### src/rtl/gpio_i2c_pkg.sv
package gpio_i2c_pkg;
   // byte lanes of the state word, in address order
   typedef enum logic [1:0] {
      LANE_IN    = 2'd0,
      LANE_OUT   = 2'd1,
      LANE_DIR   = 2'd2,
      LANE_SPARE = 2'd3
   } lane_e;

   // bit positions inside the output and direction bytes
   localparam int DATA_BIT  = 0;
   localparam int CLOCK_BIT = 1;

   localparam int LANE_W  = 8;
   localparam int N_LANES = 4;
   localparam int WORD_W  = LANE_W * N_LANES;
   localparam int N_LINES = 2;
endpackage

### src/rtl/gpio_i2c_window.sv
module gpio_i2c_window #(
   parameter int               IO_AW    = 16,
   parameter int               CFG_AW   = 8,
   parameter int               CFG_DW   = 32,
   parameter logic [CFG_AW-1:0] BASE_REG = 'h40,
   parameter logic [CFG_AW-1:0] EN_REG   = 'h44,
   parameter logic [CFG_DW-1:0] EN_KEY   = 'h11,
   parameter logic [IO_AW-1:0]  WIN_OFS  = 'h38
) (
   input  logic              clk,
   input  logic              rst_n,
   input  logic              cfg_wr,
   input  logic [CFG_AW-1:0] cfg_addr,
   input  logic [CFG_DW-1:0] cfg_wdata,
   input  logic [IO_AW-1:0]  io_addr,
   output logic              hit,
   output logic [1:0]        lane
);
   import gpio_i2c_pkg::*;

   localparam logic [IO_AW-1:0] SPAN = IO_AW'(N_LANES);

   generate
      if (IO_AW < 8)       begin : g_bad_aw  $error("IO_AW too small");  end
      if (CFG_DW < IO_AW)  begin : g_bad_dw  $error("CFG_DW below IO_AW"); end
   endgenerate

   logic [IO_AW-1:0] base_q;
   logic [IO_AW-1:0] win_q;
   logic             mapped_q;
   logic [IO_AW-1:0] delta;

   wire base_wr = cfg_wr && (cfg_addr == BASE_REG);
   wire en_wr   = cfg_wr && (cfg_addr == EN_REG);
   wire key_ok  = en_wr && (cfg_wdata == EN_KEY);

   always_ff @(posedge clk) begin
      if (!rst_n) begin
         base_q   <= '0;
         win_q    <= '0;
         mapped_q <= 1'b0;
      end else begin
         if (base_wr) base_q <= cfg_wdata[IO_AW-1:0];
         if (key_ok) begin
            win_q    <= base_q + WIN_OFS;
            mapped_q <= 1'b1;
         end
      end
   end

   always_comb begin
      delta = io_addr - win_q;
      hit   = mapped_q && (delta < SPAN);
      lane  = delta[1:0];
   end


   key_reject_chk: assert property (@(posedge clk) disable iff (!rst_n)
      (en_wr && cfg_wdata != EN_KEY) |=> ($stable(win_q) && $stable(mapped_q)));
endmodule

### src/rtl/gpio_i2c_regbank.sv
module gpio_i2c_regbank
   import gpio_i2c_pkg::*;
(
   input  logic              clk,
   input  logic              rst_n,
   input  logic              wr_en,
   input  logic [1:0]        lane,
   input  logic [LANE_W-1:0] wdata,
   input  logic              sda_ext_low,
   output logic [LANE_W-1:0] rdata,
   output logic              sda_drv,
   output logic              scl_drv
);
   logic [WORD_W-1:0] word_q, word_n;
   logic              sda_n, scl_n;
   logic [LANE_W-1:0] cur;
   logic              fire;

   always_comb begin
      cur  = word_q[int'(lane)*LANE_W +: LANE_W];
      fire = wr_en && (lane != LANE_IN) && (wdata != cur);

      word_n = word_q;
      word_n[int'(lane)*LANE_W +: LANE_W] = wdata;
      word_n[LANE_W-1:0] = '0;
      sda_n = word_n[LANE_DIR*LANE_W + DATA_BIT] ? word_n[LANE_OUT*LANE_W + DATA_BIT] : 1'b1;
      scl_n = word_n[LANE_DIR*LANE_W + CLOCK_BIT] ? word_n[LANE_OUT*LANE_W + CLOCK_BIT] : scl_drv;
      word_n[0] = sda_n & ~sda_ext_low;
   end

   always_ff @(posedge clk) begin
      if (!rst_n) begin
         word_q  <= '0;
         sda_drv <= 1'b1;
         scl_drv <= 1'b1;
      end else if (fire) begin
         word_q  <= word_n;
         sda_drv <= sda_n;
         scl_drv <= scl_n;
      end
   end

   assign rdata = cur;


   in_lane_ignored_chk: assert property (@(posedge clk) disable iff (!rst_n)
      (wr_en && lane == LANE_IN) |=> ($stable(word_q) && $stable(sda_drv) && $stable(scl_drv)));

   same_byte_quiet_chk: assert property (@(posedge clk) disable iff (!rst_n)
      (wr_en && wdata == cur) |=> ($stable(word_q) && $stable(sda_drv) && $stable(scl_drv)));

   in_clear_chk: assert property (@(posedge clk) disable iff (!rst_n)
      fire |=> (word_q[LANE_W-1:1] == '0));

   drive_hold_chk: assert property (@(posedge clk) disable iff (!rst_n)
      !wr_en |=> ($stable(sda_drv) && $stable(scl_drv)));
endmodule

### src/rtl/gpio_i2c_pad.sv
module gpio_i2c_pad (
   input  logic clk,
   input  logic rst_n,
   input  logic drv,
   input  logic ext_low,
   output logic line
);
   assign line = drv & ~ext_low;


   pull_low_chk: assert property (@(posedge clk) disable iff (!rst_n)
      (ext_low || !drv) |-> !line);
endmodule

### src/rtl/gpio_i2c_port.sv
module gpio_i2c_port #(
   parameter int               IO_AW    = 16,
   parameter int               CFG_AW   = 8,
   parameter int               CFG_DW   = 32,
   parameter logic [CFG_AW-1:0] BASE_REG = 'h40,
   parameter logic [CFG_AW-1:0] EN_REG   = 'h44,
   parameter logic [CFG_DW-1:0] EN_KEY   = 'h11,
   parameter logic [IO_AW-1:0]  WIN_OFS  = 'h38
) (
   input  logic              clk,
   input  logic              rst_n,
   input  logic              cfg_wr,
   input  logic [CFG_AW-1:0] cfg_addr,
   input  logic [CFG_DW-1:0] cfg_wdata,
   input  logic              io_wr,
   input  logic [IO_AW-1:0]  io_addr,
   input  logic [7:0]        io_wdata,
   output logic              io_hit,
   output logic [7:0]        io_rdata,
   input  logic              sda_ext_low,
   input  logic              scl_ext_low,
   output logic              sda_line,
   output logic              scl_line
);
   import gpio_i2c_pkg::*;

   logic [1:0]         lane;
   logic [LANE_W-1:0]  bank_rdata;
   logic [N_LINES-1:0] drv, ext, lines;

   gpio_i2c_window #(
      .IO_AW(IO_AW), .CFG_AW(CFG_AW), .CFG_DW(CFG_DW),
      .BASE_REG(BASE_REG), .EN_REG(EN_REG), .EN_KEY(EN_KEY), .WIN_OFS(WIN_OFS)
   ) u_win (
      .clk(clk), .rst_n(rst_n), .cfg_wr(cfg_wr), .cfg_addr(cfg_addr),
      .cfg_wdata(cfg_wdata), .io_addr(io_addr), .hit(io_hit), .lane(lane)
   );

   gpio_i2c_regbank u_bank (
      .clk(clk), .rst_n(rst_n), .wr_en(io_wr && io_hit), .lane(lane),
      .wdata(io_wdata), .sda_ext_low(sda_ext_low), .rdata(bank_rdata),
      .sda_drv(drv[DATA_BIT]), .scl_drv(drv[CLOCK_BIT])
   );

   assign ext[DATA_BIT]  = sda_ext_low;
   assign ext[CLOCK_BIT] = scl_ext_low;

   generate
      for (genvar i = 0; i < N_LINES; i++) begin : g_pad
         gpio_i2c_pad u_pad (
            .clk(clk), .rst_n(rst_n), .drv(drv[i]), .ext_low(ext[i]), .line(lines[i])
         );
      end
   endgenerate

   assign sda_line = lines[DATA_BIT];
   assign scl_line = lines[CLOCK_BIT];
   assign io_rdata = io_hit ? bank_rdata : 8'h00;


   miss_quiet_chk: assert property (@(posedge clk) disable iff (!rst_n)
      (io_wr && !io_hit) |=> ($stable(drv)));
endmodule

### config.mk
export PLATFORM = sky130hd
export DESIGN_NAME = gpio_i2c_port
export DESIGN_NICKNAME = d
export VERILOG_FILES = /design/src/rtl/gpio_i2c_pkg.sv /design/src/rtl/gpio_i2c_window.sv /design/src/rtl/gpio_i2c_regbank.sv /design/src/rtl/gpio_i2c_pad.sv /design/src/rtl/gpio_i2c_port.sv
export SDC_FILE = /design/constraint.sdc
export NUM_CORES = 1
export LEC_CHECK = 0
export BUFFER_PORTS_ARGS = -buffer_cell sky130_fd_sc_hd__buf_2
export CAP_MARGIN = 20
export CORE_MARGIN = 1
export CORE_UTILIZATION = 51
export DETAILED_ROUTE_END_ITERATION = 8
export MAX_ROUTING_LAYER = met4
export PLACE_DENSITY = 0.78
export SLEW_MARGIN = 0
export SYNTH_ARGS = -nofsm -noshare
export SYNTH_HDL_FRONTEND = slang
export SYNTH_SLANG_ARGS = --single-unit
### constraint.sdc
create_clock -name clk -period 3 [get_ports clk]
set_clock_uncertainty 0.1 [all_clocks]
set_input_delay 0.3 -clock clk [delete_from_list [all_inputs] [get_ports clk]]
set_output_delay 0.3 -clock clk [all_outputs]
set_load 0.05 [all_outputs]
==> results of run 1 <==
==> final timing paths <==
kind | to | slack, ns | cells past startpoint
worst max-delay path | io_rdata[6] | -0.52 | 13
worst min-delay path | u_bank.word_q[0] | 0.07 | 2
worst max register to register | u_bank.word_q[16] | -0.18 | 14
worst min register to register | u_bank.word_q[30] | 0.36 | 2
==> where the power goes <==
part / switching (W) / internal, W / leakage [nW]
logic: 0.000215 / 0.000197 / 1.96
registers: 0.000000257 / 0.000795 / 0.485
clock network: 0.000344 / 0.000320 / 0.0885
==> through the flow <==
stage	power [W]	std cells
after floorplan	0.0009874	505
after global placement	0.001141	752
after detailed placement	0.001147	752
after CTS	0.001822	774
after global routing	0.001944	779
final	0.001871	779
==> cells in the final DEF (no fill, tap or decap), types with 7 or more instances in the layout <==
cell type and count:
a21oi_1 15, and2_4 10, buf_2 71, buf_4 93
buf_8 8, clkbuf_8 10, dfxtp_1 57, ha_1 10
ha_4 10, inv_1 26, mux2i_1 48, nand2_1 69
nand2b_1 9, nand3_1 8, nand4_1 7, nor2_1 53
nor3_1 7, nor4_1 7, o21ai_0 11, o22ai_2 13
xor2_1 16
==> sequential cells by signal, indices dropped and copies added (netlist names) <==
| name | count |
|---|---|
| u_bank.word_q | 25 |
| u_win.base_q | 16 |
| u_win.win_q | 16 |
| u_bank.scl_drv | 1 |
| u_bank.sda_drv | 1 |
| u_win.mapped_q | 1 |
==> timing repair <==
item / CTS / global route
hold buffers: 0 / 0
setup buffers: 6 / 6
pin swaps: 17 / 16
endpoints found under the setup margin: 36 / 36
resized for setup: 47 / 53
==> worst register-to-register path: stages (launching register included) <==
cell	delay, ns
dfxtp_1	0.34
inv_1	0.08
ha_1	0.39
o211ai_1	0.15
a21oi_1	0.26
o21ai_2	0.12
buf_4	0.16
and2_4	0.13
buf_4	0.13
a311o_1	0.27
nor3_2	0.16
and4_1	0.21
buf_6	0.16
and2_4	0.18
mux2i_1	0.25
==> layout make-up <==
class | instances | area, µm² | area share, %
Clock inverter | 6 | 38.79 | 0.6457
Multi-Input combinational cell | 395 | 3129 | 52.09
Timing Repair Buffer | 178 | 1259 | 20.95
Inverter | 28 | 107.6 | 1.791
Sequential cell | 60 | 1207 | 20.10
Clock buffer | 10 | 137.6 | 2.291
Tap cell | 102 | 127.6 | 2.125
==> layer usage <==
metal / up-vias / global-route usage (%)
met4: 0 / 14.06
met3: 66 / 4.809
met5: - / -
met1: 2067 / 34.00
li1: 2105 / -
met2: 268 / 49.44
==> cells by family (layout without fill, tap and decap cells) <==
family	after synthesis	in the layout	synth area share (%)
DFF	60	60	29.16
and+or+nand+nor	218	218	27.37
xor gates and xnor gates	25	25	5.316
adders and majority gates	21	21	6.561
AOI/OAI and AO/OA	81	81	13.40
muxes	50	50	12.48
buffers and inverters	50	222	5.711
==> results.sh, run 1 <==
export IMPL_status="finished with violations"
export IMPL_violations="negative setup slack"
export IMPL_route_met3_wl_um=969
export IMPL_p_leak_nw=2.533
export IMPL_peakVddDrop_mv=0.3818
export IMPL_vias=4506
export IMPL_grt_max_degree=40
export IMPL_fin_crit_sh_pct=117.5
export IMPL_nFillCells=503
export IMPL_io_pins=81
export IMPL_cts_tree="done"
export IMPL_first_global_vias=4215
export IMPL_cts_buffers=9
export IMPL_synth_async_sr_flop_share_pct=0
export IMPL_core_um2=7767
export IMPL_crit_slowest_cell="fa_2"
export IMPL_diodes=0
export IMPL_critPathRequiredTime_ns=2.60
export IMPL_final_cell_area_um2=6007
export IMPL_syn_cell_area_um2=4119
export IMPL_synth_cell_types=71
export IMPL_synthTopCellsByArea="dfxtp_1, mux2i_1, nand2_1"
export IMPL_worstSetupPathType="reg -> out"
export IMPL_yosysSeqAreaShare_pct=29.16
export IMPL_cp_num_buf_inv=3
export IMPL_routed_wl_um=13420
export IMPL_globalRouteOverflowTotal=0
export IMPL_top_layer="met4"
export IMPL_post_place_ws_ns=-0.5159
export IMPL_hp_start="sda_ext_low"
export IMPL_synth_edf_count=0
export IMPL_die_area_um2=8440
export IMPL_fin_util_pct=77.34
export IMPL_tightest_slew_ns=0.5464
export IMPL_antenna_found_initial=0
export IMPL_final_setup_tns_ns=-6.631
export IMPL_wl_met2_um=6490
export IMPL_start_util_pct=53.03
export IMPL_r2r_start="u_win.win_q[5]"
export IMPL_netlist_instances=505
export IMPL_place_hpwl_um=8637
export IMPL_cts_buffer_depth=2
export IMPL_io_buffers=80
export IMPL_synth_flop_cell="dfxtp_1"
export IMPL_dpl_instance_area_um2=5228
export IMPL_fp_row_count=32
export IMPL_m1WireLength_um=5283
export IMPL_clk_latency_ns=0.35
export IMPL_synthTopCellsByCount="nand2_1, dfxtp_1, nor2_1"
export IMPL_avgRoutedWirePerCell_um=17.22
export IMPL_crit_start="u_win.win_q[0]"
export IMPL_cp_data_arrival_time_ns=3.12
export IMPL_cp_max_fo=9
export IMPL_clock_sinks=60
export IMPL_grt_pass1_wl_um=19130
export IMPL_fin_crit_ns=3.524
export IMPL_yosysTopAreaCellShare_pct=29.16
export IMPL_postRouteAntennaNets=0
export IMPL_maxCapViolCount=0
export IMPL_drt_pass1_iterations=5
export IMPL_avgSynthCellArea_um2=8.156
export IMPL_grt_use_total_pct=29.36
export IMPL_synth_most_common_cell="nand2_1"
export IMPL_synth_warnings=0
export IMPL_die_h_um=91.87
export IMPL_holdWs_ns=0.06977
export IMPL_min_path_type="in -> reg"
export IMPL_syn_to_final_growth_pct=45.84
export IMPL_slew_violations=0
export IMPL_setup_viol=30
export IMPL_synth_top_cell_by_area="dfxtp_1"
export IMPL_worstSetupEndpointType="output pin"
export IMPL_cellPowerDensity_nw_per_um2=311.5
export IMPL_slowest_delay_ns=0.37
export IMPL_setup_slack_ns=-0.5235
export IMPL_ys_ff_latch=60
export IMPL_relSlewSlack_pct=63.29
export IMPL_syn_num_nets=596
export IMPL_path_cells="ha_4, fa_2, buf_6, xnor2_4, a211oi_2, nand4_1, a211oi_2, nand4_1, nor4_4, and3_4, buf_12, and2_4, buf_8"
export IMPL_routabilityCongestion=0.9835
export IMPL_viasPerCell=5.784
export IMPL_die_width_um=91.87
export IMPL_drt_initial_drc_count=311
export IMPL_rsz0062_at_grt="true"
export IMPL_drive_gt1_share_pct=42.54
export IMPL_remaining_drc_errors=0
export IMPL_cp_top_family="simple AND/OR/NAND/NOR gates"
export IMPL_clockRootBuffer="clkbuf_8"
export IMPL_finalNetCount=763
export IMPL_h_tree_depth=3
export IMPL_start_kind="register"
export IMPL_hold_viol=0
export IMPL_clk_pin_slew_ns=0.07
export IMPL_max_freq_ghz=0.2838
Note: power is estimated with default switching activity, not from simulation.
==> inputs of run 2 (changes only) <==
--- a/config.mk
+++ b/config.mk
@@ -11,7 +11,8 @@
 export CORE_UTILIZATION = 51
 export DETAILED_ROUTE_END_ITERATION = 8
 export MAX_ROUTING_LAYER = met4
-export PLACE_DENSITY = 0.78
+export PLACE_DENSITY = 0.76
+export SETUP_SLACK_MARGIN = 0.1
 export SLEW_MARGIN = 0
 export SYNTH_ARGS = -nofsm -noshare
 export SYNTH_HDL_FRONTEND = slang
==> run 2 against run 1 <==
Compared with the run above: via count shrank 3.6%; highest routed layer unchanged; sequential power is essentially flat; combinational power fell by 5.4%; fmax is 1.1% lower; sequential share of layout area grew 0.52 points; the flow still finishes with violations (negative setup slack); register-to-register slack gained 0.15 ns; power is 11% higher; worst hold slack got worse by 0.016 ns.
==> results.sh, run 2 (same netlist as run 1, synthesis figures left out) <==
export IMPL_start_kind="register"
export IMPL_grt_pass1_wl_um=19280
export IMPL_worstSetupPathType="reg -> out"
export IMPL_postRouteAntennaNets=0
export IMPL_p_leak_nw=2.467
export IMPL_hold_viol=0
export IMPL_grt_util_met3_pct=6.551
export IMPL_io_buffers=80
export IMPL_place_hpwl_um=8677
export IMPL_globalRouteOverflowTotal=0
export IMPL_slowest_delay_ns=0.37
export IMPL_drt_pass1_iterations=5
export IMPL_finalNetCount=754
export IMPL_vias=4343
export IMPL_met2_usage_pct=50.19
export IMPL_grt_max_degree=40
export IMPL_peakVddDrop_mv=0.3520
export IMPL_cts_tree="done"
export IMPL_fin_crit_sh_pct=118.7
export IMPL_cts_buffer_depth=2
export IMPL_max_freq_ghz=0.2807
export IMPL_routabilityCongestion=0.9469
export IMPL_core_um2=7767
export IMPL_relSlewSlack_pct=29.10
export IMPL_die_area_um2=8440
export IMPL_io_pins=81
export IMPL_path_cells="ha_4, fa_2, nor2b_4, o21ai_2, a32oi_2, nand4_1, a211oi_2, nand4_1, nor4_4, and3_4, buf_12, and2_4, buf_8"
export IMPL_mostFrequentLayoutCells="buf_4, buf_2, nand2_1"
export IMPL_first_global_vias=4221
export IMPL_reg_top3="u_bank.word_q x25, u_win.base_q x16, u_win.win_q x16"
export IMPL_antenna_found_initial=0
export IMPL_violations="negative setup slack"
export IMPL_viasPerCell=5.648
export IMPL_drive_gt1_share_pct=38.68
export IMPL_top_register="u_bank.word_q"
export IMPL_grt_use_met1_pct=33.98
export IMPL_top_usage_layer="met2"
export IMPL_cts_buffers=9
export IMPL_combPwrFrac_pct=18.8
export IMPL_largest_reg_flops=25
export IMPL_avgRoutedWirePerCell_um=16.16
export IMPL_dpl_instance_area_um2=5196
export IMPL_crit_slowest_cell="fa_2"
export IMPL_critPathRequiredTime_ns=2.60
export IMPL_clk_pin_slew_ns=0.08
export IMPL_h_tree_depth=3
export IMPL_cp_data_arrival_time_ns=3.16
export IMPL_start_util_pct=53.03
export IMPL_syn_to_final_growth_pct=41.74
export IMPL_rsz0062_at_grt="true"
export IMPL_min_path_type="in -> reg"
export IMPL_tightest_slew_ns=1.062
export IMPL_ctsHoldBuffers=0
export IMPL_cellPowerDensity_nw_per_um2=355.1
export IMPL_maxCapViolCount=0
export IMPL_grt_use_total_pct=29.79
export IMPL_r2r_setup_slack_ns=-0.03
export IMPL_fin_util_pct=75.16
export IMPL_cp_max_fo=9
export IMPL_clockRootBuffer="clkbuf_8"
export IMPL_crit_path_frequent_cell="nand4_1"
export IMPL_die_width_um=91.87
export IMPL_p_sw_w=0.0005585
export IMPL_drt_initial_drc_count=340
export IMPL_fp_row_count=32
export IMPL_routed_wl_um=12430
export IMPL_p_int_w=0.001515
export IMPL_post_place_ws_ns=-0.4595
export IMPL_fin_crit_ns=3.562
export IMPL_layout_commonest_cell="buf_4"
export IMPL_clk_latency_ns=0.35
export IMPL_clockPowerShare_pct=42.8
export IMPL_remaining_drc_errors=0
export IMPL_swShare_pct=26.94
export IMPL_seqPwrFrac_pct=38.4
export IMPL_slew_violations=0
export IMPL_setup_viol=19
export IMPL_diodes=0
export IMPL_clock_sinks=60
export IMPL_status="finished with violations"
export IMPL_final_cell_area_um2=5838
export IMPL_worstSetupEndpointType="output pin"
export IMPL_die_h_um=91.87
export IMPL_setup_slack_ns=-0.5621
-- run 2: cell type report --
type	count	area (µm²)
Timing Repair Buffer	169	1195
Clock inverter	3	68.82
Clock buffer	12	165.2
Multi-Input combinational cell	395	2970
Fill cell	517	1929
Sequential cell	60	1204
Inverter	28	107.6
Tap cell	102	127.6
-- run 2: per-stage QoR --
step | power (W) | hold slack [ns] | std cells | TNS, ns
final | 0.002073 | 0.05417 | 769 | -5.106
after floorplan | 0.0009887 | 0.3003 | 505 | -1.653
after CTS | 0.002045 | 0.05574 | 772 | -8.009
after detailed placement | 0.001148 | 0.3472 | 747 | -6.613
after global routing | 0.002138 | 0.04659 | 769 | -8.856
after global placement | 0.001140 | 0.3416 | 747 | -4.299
-- run 2: final timing paths --
path,to,cells after the start,from
max,io_rdata[5],13,u_win.win_q[0]
min,u_bank.word_q[0],2,sda_ext_low
max reg2reg,u_bank.word_q[14],13,u_win.win_q[1]
min reg2reg,u_bank.word_q[23],2,u_bank.word_q[23]
-- run 2: routing by layer --
| metal | up-vias | share of wire (%) |
|---|---|---|
| met5 | - | 0 |
| met4 | 0 | 3.0 |
| met3 | 41 | 6.2 |
| met2 | 188 | 49 |
| met1 | 2019 | 42 |
| li1 | 2095 | - |
-- run 2: worst max-delay path, delay by kind of cell, from the launching register on --
family | cells | cell delay [ns]
adder cells (fa/ha/maj) | 2 | 0.53
buffers and inverters | 2 | 0.26
AND/OR/NAND/NOR | 6 | 1.12
flip-flops | 1 | 0.34
AO/OA/AOI/OAI | 3 | 0.56
-- run 2: power by group through the flow --
stage | Combinational, W | Sequential [W] | Clock, W
floorplan | 0.000174 | 0.000815 | 0
global placement | 0.000326 | 0.000815 | 0
detailed placement | 0.000333 | 0.000815 | 0
CTS | 0.000362 | 0.000796 | 0.000886
global route | 0.000417 | 0.000796 | 0.000925
finish | 0.000389 | 0.000796 | 0.000888
-- run 2: what timing repair did --
action	CTS	global route
resized for setup	52	30
pin swaps	15	14
buffers inserted	11	2
endpoints found under the hold margin	0	0
endpoints found under the setup margin	36	36
